### config.mk
export PLATFORM = sky130hd
export DESIGN_NAME = rename_map_tracker
export DESIGN_NICKNAME = d
export VERILOG_FILES = /design/src/rtl/rmt_pkg.sv /design/src/rtl/rmt_table.sv /design/src/rtl/rmt_count.sv /design/src/rtl/rename_map_tracker.sv
export SDC_FILE = /design/constraint.sdc
export NUM_CORES = 1
export LEC_CHECK = 0
export BUFFER_PORTS_ARGS = -buffer_cell sky130_fd_sc_hd__buf_2
export CELL_PAD_IN_SITES_DETAIL_PLACEMENT = 1
export CELL_PAD_IN_SITES_GLOBAL_PLACEMENT = 1
export CORE_ASPECT_RATIO = 1.25
export CORE_MARGIN = 1
export CORE_UTILIZATION = 43
export CTS_CLUSTER_DIAMETER = 30
export DETAILED_ROUTE_END_ITERATION = 10
export GPL_TIMING_DRIVEN = 0
export PLACE_DENSITY_LB_ADDON = 0.1
export SYNTH_ARGS = -nofsm -noshare
export SYNTH_HDL_FRONTEND = slang
export SYNTH_SLANG_ARGS = --single-unit
### constraint.sdc
create_clock -name clk -period 4.5 [get_ports clk]
set_input_delay 0.675 -clock clk [delete_from_list [all_inputs] [get_ports clk]]
set_output_delay 0.675 -clock clk [all_outputs]
set_load 0.05 [all_outputs]
### src/rtl/rmt_pkg.sv
// Package: shared helpers for the rename mapping tracker.
// Assumes: nothing beyond IEEE 1800-2017 constant functions.
package rmt_pkg;

    // Width needed to index n items, never less than one bit.
    function automatic int unsigned id_bits(input int unsigned n);
        return (n <= 2) ? 1 : $clog2(n);
    endfunction

endpackage

### src/rtl/rmt_table.sv
// Module: rmt_table
// Holds one entry per architectural register: a valid flag and the tag of
// the youngest writer. A write sets the entry. A clear invalidates every
// entry whose stored tag equals the clear tag, and a write to the same entry
// in that cycle wins. Lookup is combinational.
// Assumes: tags are unique among in-flight writers; writes cover the whole
// register.
module rmt_table #(
    parameter int NUM_REGS = 16,
    parameter int REG_W    = 4,
    parameter int TAG_W    = 5
) (
    input  logic             clk,
    input  logic             rst_n,
    input  logic             wr_en,
    input  logic [REG_W-1:0] wr_reg,
    input  logic [TAG_W-1:0] wr_tag,
    input  logic             clr_en,
    input  logic [TAG_W-1:0] clr_tag,
    input  logic [REG_W-1:0] lk_reg,
    output logic             lk_hit,
    output logic [TAG_W-1:0] lk_tag
);

    logic [NUM_REGS-1:0] vld_q;
    logic [TAG_W-1:0]    tag_q [NUM_REGS];

    // Update entries: a write sets its entry, a matching clear drops others.
    always_ff @(posedge clk) begin
        if (!rst_n) begin
            vld_q <= '0;
            for (int i = 0; i < NUM_REGS; i++) begin
                tag_q[i] <= '0;
            end
        end else begin
            for (int i = 0; i < NUM_REGS; i++) begin
                if (wr_en && (wr_reg == REG_W'(i))) begin
                    vld_q[i] <= 1'b1;
                    tag_q[i] <= wr_tag;
                end else if (clr_en && vld_q[i] && (tag_q[i] == clr_tag)) begin
                    vld_q[i] <= 1'b0;
                end
            end
        end
    end

    // Combinational read of the addressed entry, guarded against bad IDs.
    always_comb begin
        lk_hit = 1'b0;
        lk_tag = '0;
        if (int'(lk_reg) < NUM_REGS) begin
            lk_hit = vld_q[lk_reg];
            lk_tag = tag_q[lk_reg];
        end
    end

    AST_WRITE_VISIBLE: assert property (@(posedge clk) disable iff (!rst_n)
        wr_en |=> (vld_q[$past(wr_reg)] && (tag_q[$past(wr_reg)] == $past(wr_tag))));

    AST_IDLE_KEEPS_TABLE: assert property (@(posedge clk) disable iff (!rst_n)
        (!wr_en && !clr_en) |=> $stable(vld_q));

    AST_CLEAR_NO_NEW: assert property (@(posedge clk) disable iff (!rst_n)
        (clr_en && !wr_en) |=> ($countones(vld_q) <= $countones($past(vld_q))));

endmodule

### src/rtl/rmt_count.sv
// Module: rmt_count
// Accounts for temporary rename registers. It decides which allocate and
// release requests are accepted, keeps the in-use, peak and lifetime
// counters, and answers the availability query. A limit of zero builds
// the unbounded variant.
// Assumes: the counters are wide enough for the run length; a release always
// names a writer that holds a temporary.
module rmt_count #(
    parameter int MAX_TEMPS = 4,
    parameter int CNT_W     = 12,
    parameter int NEED_W    = 4
) (
    input  logic              clk,
    input  logic              rst_n,
    input  logic              alloc_req,
    input  logic              rel_req,
    input  logic [NEED_W-1:0] need,
    output logic              alloc_acc,
    output logic              rel_acc,
    output logic              avail_ok,
    output logic [CNT_W-1:0]  used,
    output logic [CNT_W-1:0]  peak,
    output logic [CNT_W-1:0]  total
);

    localparam bit               UNLIM = (MAX_TEMPS == 0);
    localparam logic [CNT_W-1:0] LIMIT = CNT_W'(MAX_TEMPS);

    logic             room;
    logic [CNT_W-1:0] used_nx;

    // Accept decisions: a full pool still takes an allocate paired with a release.
    always_comb begin
        room      = UNLIM || (used < LIMIT);
        alloc_acc = alloc_req && (room || (rel_req && (used != '0)));
        rel_acc   = rel_req && ((used != '0) || alloc_acc);
        used_nx   = used + CNT_W'(alloc_acc) - CNT_W'(rel_acc);
    end

    // Counter registers: net in-use change, peak against post-update value.
    always_ff @(posedge clk) begin
        if (!rst_n) begin
            used  <= '0;
            peak  <= '0;
            total <= '0;
        end else begin
            used <= used_nx;
            if (used_nx > peak) begin
                peak <= used_nx;
            end
            if (alloc_acc) begin
                total <= total + 1'b1;
            end
        end
    end

    generate
        if (UNLIM) begin : g_unbounded
            // Unbounded pool: every query succeeds.
            assign avail_ok = 1'b1;
        end else begin : g_bounded
            // Bounded pool: compare the request with the free temporaries.
            assign avail_ok = (CNT_W'(need) <= (LIMIT - used));

            AST_USE_BOUND: assert property (@(posedge clk) disable iff (!rst_n)
                used <= LIMIT);
        end
    endgenerate

    AST_PEAK_COVERS: assert property (@(posedge clk) disable iff (!rst_n)
        peak >= used);

    AST_TOTAL_STEP: assert property (@(posedge clk) disable iff (!rst_n)
        alloc_acc |=> (total == $past(total) + 1'b1));

    AST_NET_ZERO: assert property (@(posedge clk) disable iff (!rst_n)
        (alloc_acc && rel_acc) |=> $stable(used));

    AST_IDLE_HOLD: assert property (@(posedge clk) disable iff (!rst_n)
        (!alloc_req && !rel_req) |=> ($stable(used) && $stable(total)));

endmodule

### src/rtl/rename_map_tracker.sv
// Module: rename_map_tracker
// Top level: ties the per-register writer table to the temporary-register
// accounting. Only accepted requests reach the table, so a refused allocate
// leaves no trace.
// Assumes: one allocate and one release at most per cycle.
module rename_map_tracker #(
    parameter int NUM_REGS  = 16,
    parameter int TAG_W     = 5,
    parameter int MAX_TEMPS = 4,
    parameter int NEED_W    = 4,
    parameter int CNT_W     = 12,
    localparam int REG_W    = rmt_pkg::id_bits(NUM_REGS)
) (
    input  logic              clk,
    input  logic              rst_n,
    input  logic              alloc_valid,
    input  logic [REG_W-1:0]  alloc_reg,
    input  logic [TAG_W-1:0]  alloc_tag,
    input  logic              rel_valid,
    input  logic [TAG_W-1:0]  rel_tag,
    input  logic [REG_W-1:0]  lk_reg,
    output logic              lk_hit,
    output logic [TAG_W-1:0]  lk_tag,
    input  logic [NEED_W-1:0] need_cnt,
    output logic              can_rename,
    output logic [CNT_W-1:0]  used_cnt,
    output logic [CNT_W-1:0]  peak_cnt,
    output logic [CNT_W-1:0]  total_cnt
);

    logic alloc_acc;
    logic rel_acc;

    rmt_count #(
        .MAX_TEMPS (MAX_TEMPS),
        .CNT_W     (CNT_W),
        .NEED_W    (NEED_W)
    ) u_count (
        .clk       (clk),
        .rst_n     (rst_n),
        .alloc_req (alloc_valid),
        .rel_req   (rel_valid),
        .need      (need_cnt),
        .alloc_acc (alloc_acc),
        .rel_acc   (rel_acc),
        .avail_ok  (can_rename),
        .used      (used_cnt),
        .peak      (peak_cnt),
        .total     (total_cnt)
    );

    rmt_table #(
        .NUM_REGS (NUM_REGS),
        .REG_W    (REG_W),
        .TAG_W    (TAG_W)
    ) u_table (
        .clk     (clk),
        .rst_n   (rst_n),
        .wr_en   (alloc_acc),
        .wr_reg  (alloc_reg),
        .wr_tag  (alloc_tag),
        .clr_en  (rel_acc),
        .clr_tag (rel_tag),
        .lk_reg  (lk_reg),
        .lk_hit  (lk_hit),
        .lk_tag  (lk_tag)
    );

    AST_REFUSE_FULL: assert property (@(posedge clk) disable iff (!rst_n)
        ((MAX_TEMPS != 0) && alloc_valid && !rel_valid
         && (used_cnt == CNT_W'(MAX_TEMPS)))
        |=> ($stable(used_cnt) && $stable(total_cnt)));

endmodule

== After elaboration in Yosys (flattened, before gate mapping) ==
Memories as Yosys holds them, arrays and structs flattened.
Cells that the tools add are included.

* Bits in registers: 52
* Latch bits: 0
* RAM bits: 80
* Memory bits (read-only): 0
* Input bits: 26
* Output and inout bits: 43
* Word-level logic and storage cells: 245
* Memories kept: 1

* Add/sub/neg operators: 4
* $mul: 0
* Divide/modulo/power cells: 0
* $lt $le $gt $ge: 4
* Equality and inequality tests: 31
* Shift operators: 0
* Multiplexer cells: 99
* Bitwise logic cells: 16
* Reductions and logical operators: 71

{| class="wikitable"
|+ Memories
! name !! depth !! bits a word !! read ports !! clocked after Yosys merged registers in !! write ports !! RTL line !! source
|-
| u_table.tag_q || 16 || 5 || 17 || 0 || 16 || rmt_table.sv:26 || <nowiki>logic [TAG_W-1:0] tag_q [NUM_REGS];</nowiki>
|}

{| class="wikitable"
|+ Operators by type and width
! cell !! count
|-
| $mux W1 || 82
|-
| $eq A5 B5 Y1 || 16
|-
| $mux W5 || 16
|-
| $logic_and A1 B1 Y1 || 51
|-
| $eq A4 B4 Y1 const B || 8
|-
| $reduce_bool A2 Y1 || 16
|-
| $eq A4 B3 Y1 const B || 4
|-
| $or A1 B1 Y1 || 16
|-
| $add A12 B1 Y12 || 1
|-
| $add A12 B1 Y12 const B || 1
|-
| $gt A12 B12 Y1 || 1
|-
| $le A4 B12 Y1 || 1
|-
| $lt A12 B3 Y1 const B || 1
|-
| $reduce_bool A12 Y1 || 1
|-
| $sub A12 B1 Y12 || 1
|-
| $sub A3 B12 Y12 const A || 1
|-
| $eq A4 B2 Y1 const B || 2
|-
| $lt A4 B5 Y1 const B || 1
|-
| $bmux W1 S4 || 1
|-
| $eq A4 B1 Y1 const B || 1
|-
| $logic_not A4 Y1 || 1
|-
| $logic_or A1 B1 Y1 || 2
|}

== Logic depth before layout (Yosys ltp) ==
* Word-level depth: 10
* Mapped depth: 24
* Mapped depth without buffers: 22

== Hierarchy ==
A second synthesis with hierarchy kept.

* Cell total of the unflattened synthesis: 729
* Area, all modules: 7,717.4 µm²

{| class="wikitable"
|+ Modules (own cells, without submodules)
! module !! instances !! cells each !! area each (µm²) !! sequential area each (µm²)
|-
| rmt_table || 1 || 417 || 5,093.6 || 2,722.6
|-
| rmt_count || 1 || 312 || 2,623.8 || 720.7
|}

== Worst setup path before layout ==
Ideal clock, no wire load.

* Path kind: reg-to-reg
* Start: register u_count.used[4]
* End: register u_count.peak[7]
* Library setup time: 0.128 ns
* Arrival time: 4.805 ns
* Data required time: 4.372 ns
* Slack: -0.433 ns
* Cell stages (with the launch flop): 24
* Buffers on the path: 2
* Period minus slack after synthesis: 4.933 ns
* Cells stage by stage: dfxtp_1 inv_1 ha_1 and4_1 nand4_1 nand3_2 buf_2 ha_1 inv_1 ha_1 fa_1 a21oi_1 o221ai_1 nor2_1 o211ai_1 xor2_1 inv_1 ha_1 nand4_1 or3_1 o41a_1 buf_2 o21ai_0 a21oi_1

* Word-level cells in the longest chain between the ends: 8
* Elaborated cells on any way between the ends: 10
* Classes of those cells: add/sub (2); order compare (2); reduce/logical (6)

{| class="wikitable"
|+ RTL lines
! what !! RTL line !! source
|-
| from (decl) || rmt_count.sv:21 || <nowiki>output logic [CNT_W-1:0] used,</nowiki>
|-
| from (signal assigned) || rmt_count.sv:47 || <nowiki>used <= used_nx;</nowiki>
|-
| branches (longest 6 deep; another with $lt A12 B3 Y1) || -- ||
|-
| $sub A12 B1 Y12 * || rmt_count.sv:37 || <nowiki>used_nx = used + CNT_W'(alloc_acc) - CNT_W'(rel_acc);</nowiki>
|-
| via u_count.used_nx[10] || rmt_count.sv:30 || <nowiki>logic [CNT_W-1:0] used_nx;</nowiki>
|-
| $gt A12 B12 Y1 * || rmt_count.sv:48 || <nowiki>if (used_nx > peak) begin</nowiki>
|-
| to (signal assigned) || rmt_count.sv:49 || <nowiki>peak <= used_nx;</nowiki>
|-
| to (decl) || rmt_count.sv:22 || <nowiki>output logic [CNT_W-1:0] peak,</nowiki>
|}

Mark *: on every way through the listed nets, which the timed path passes.
A chain may end at the register's enable or synchronous reset.

== Final worst setup path ==
* Start: register u_count.used[3]
* End: register u_count.peak[5]

The elaborated chain is that of the path after synthesis.

==> run summary <==
Status: finished, violations left
Violated checks: setup timing
Max VDD drop: 1.06 mV
Port Buffer Count: 58
Initial antenna violation count: 0
Post-CTS Hold Buffers: 0
Final net count: 876
Area grow syn2layout: 22.8%
Detail Route Antenna Nets: 0
GPL Wtd Cong: 0.868
CTS root buffer: clkbuf_16
Number of global-route vias before repair: 6473
# diodes: 0
Iteration-0 DRC Markers: 329
Clk_lat worst skew: 0.43 ns
Hpwl dp: 17300 µm
Placed cell area: 8190 µm²
Vias per inst: 5.60
DIE AREA: 18100 µm²
DIE WIDTH: 121 µm
Distinct cells, synth: 54
Clk sinks: 132
Post-synth top flop: edfxtp_1
RSZ-0062 raised after global routing: yes
Max Freq: 219 MHz
Final Max Tran Viols: 0
CP endpoint kind: flip-flop
Minimum clock period: 4.57 ns
Core Region: 17000 µm²
Net Count, Synth: 762
Layout cells sized above 1: 27.9%
Pleak: 0.00358 µW
Cell Area, Synth: 7560 µm²
Routed WL: 23800 µm
Final-report setup violation count: 12
Fill count: 1857
Synth area leaders: edfxtp_1 (32%), dfxtp_1 (14%), mux4_2 (8.9%)
Arr. time, crit path: 4.85 ns
Post-synth top area cell: edfxtp_1
CTS tree: done
Initial core utilization: 44.4%
Mapped Avg Cell Area: 10.9 µm²
Slew HR: 47.1%
Crit path kind: flip-flop to flip-flop
Tightest Pin Transition: 0.794 ns
Number of flops mapped to enable cells by yosys: 80
H-Tree Depth: 4
Setup Skew: 0.00791 ns
Wire per inst: 22.9 µm
Die Y: 150 µm
Yosys synthesis warning count: 0
Commonest cells post-synth: edfxtp_1 (80), nor2_1 (79), xnor2_1 (65), dfxtp_1 (52), inv_1 (47)
First-pass GRT wire length: 36500 µm
TritonRoute pass-1 iters: 4
Setup total negative slack: -0.578 ns
Critical Path Start Type: flip-flop
PwrDens: 731 nW/µm²
Maximum buffer depth of the clock tree: 2
Post-synth top area share: 31.8%
Post-route clock period utilization: 101%
Max_cap viols: 0
Worst path required time: 4.78 ns
Post-synthesis register bit count: 132
Most frequent cell after synthesis: edfxtp_1
Cells after Synth: 695
Clk pin slew, worst setup/hold paths: 0.06 ns
CTS buffer count: 17
Critical path fanouts, max: 5
I/O pin count: 69
GR Util All Layers: 27.9%
# DRC: 0
Post-route cell area: 9280 µm²
Vias: 5837
Pin count of the biggest net entering global routing: 17
FFs w/ async S/R, synth: 0%
Core Rows: 53
Final hold vios: 0
Register area share after synthesis: 45.5%
Grt total ovfl: 0
Type of the worst min-delay path: flip-flop to flip-flop
Final WS setup: -0.0661 ns
[timing repair]
item,4_1_cts,5_1_grt
cloned,2,0
endpoints found under the setup margin,12,12
pin swaps,20,14
buffers inserted,29,8
gates resized for setup,62,8
[routing by layer]
| metal | GRT usage [%] | up-vias | wire length (µm) |
|---|---|---|---|
| li1 | - | 2710 | - |
| met1 | 28.0 | 2901 | 8440 |
| met2 | 53.8 | 166 | 13200 |
| met3 | 6.02 | 60 | 1170 |
| met4 | 13.8 | 0 | 1020 |
| met5 | 0 | - | 0 |
[stage by stage]
stage               instances  power (µW)  hold WS (ns)  util, %  worst slack, ns
floorplan                 695        3730         0.439        -           0.0106
global placement          973        4400         0.452     48.1           -0.796
detailed placement        973        4500         0.455     48.1           -0.769
CTS                      1036        6620         0.463     54.0           -0.136
global route             1042        7160         0.490     54.5           -0.273
finish                   1042        6790         0.467     54.5          -0.0661
[worst paths after layout]
kind	startpoint	end	slack, ns	cells after the start
max reg2reg	u_count.used[3]	u_count.peak[5]	-0.07	21
max	u_count.used[3]	u_count.peak[5]	-0.07	21
min	u_table.vld_q[1]	u_table.vld_q[1]	0.47	2
min reg2reg	u_table.vld_q[1]	u_table.vld_q[1]	0.47	2
[power by group]
group	total, µW	internal, µW	switching, µW
sequential	1570	1450	118
combinational	3930	1680	2250
clock	1290	754	539
[state kept, by name (all words and copies together) (netlist names)]
signal	count
u_table.tag_q	80
u_count.peak	12
u_table.vld_q	16
u_count.used	12
u_count.total	12
[final cells by class]
class	instances	area (µm²)	area share, %
tap	220	275	2.96
clock inverter	13	110	1.19
timing repair buffer	97	591	6.36
inverter	47	201	2.17
buffer	33	151	1.63
sequential	132	3480	37.5
clock buffer	19	433	4.66
multi-input combinational	481	4050	43.6
[cells by family (layout without fill, tap and decap cells)]
group / after synthesis / in the layout / share of synthesized area, %
mux: 34 / 34 / 9.53
buf+inv: 82 / 209 / 4.24
compound gates: 89 / 89 / 8.52
xor+xnor: 104 / 104 / 12.0
simple gates: 213 / 213 / 13.3
flops: 132 / 132 / 45.5
fa+ha+maj: 41 / 41 / 6.88
[worst max-delay path, stage by stage, from the launching register on]
cell      delay (ns)
dfxtp_4         0.36
inv_4           0.07
ha_4            0.13
and4_4          0.26
a21o_1          0.16
nand3_4         0.11
ha_4            0.28
inv_2           0.04
ha_4            0.15
fa_2            0.37
a21oi_4         0.17
o221ai_4        0.14
o41a_1          0.43
xnor2_2         0.28
ha_1            0.28
nand4_1         0.16
buf_4           0.14
a21oi_2         0.03
o41a_1          0.52
clkbuf_4        0.22
nand2_1         0.07
o31ai_1         0.07
[layout by cell type (no fill, tap or decap), drive strengths merged, types with 11 or more instances in the layout]
cell type    n
nor3        11
mux4        30
nand2       45
xor2        39
clkbuf      41
edfxtp      80
dfxtp       52
nor2        79
xnor2       65
a21oi       28
nand3       34
ha          40
buf        108
o41ai       16
inv         48
No activity file was read; power rests on OpenSTA's default activity.
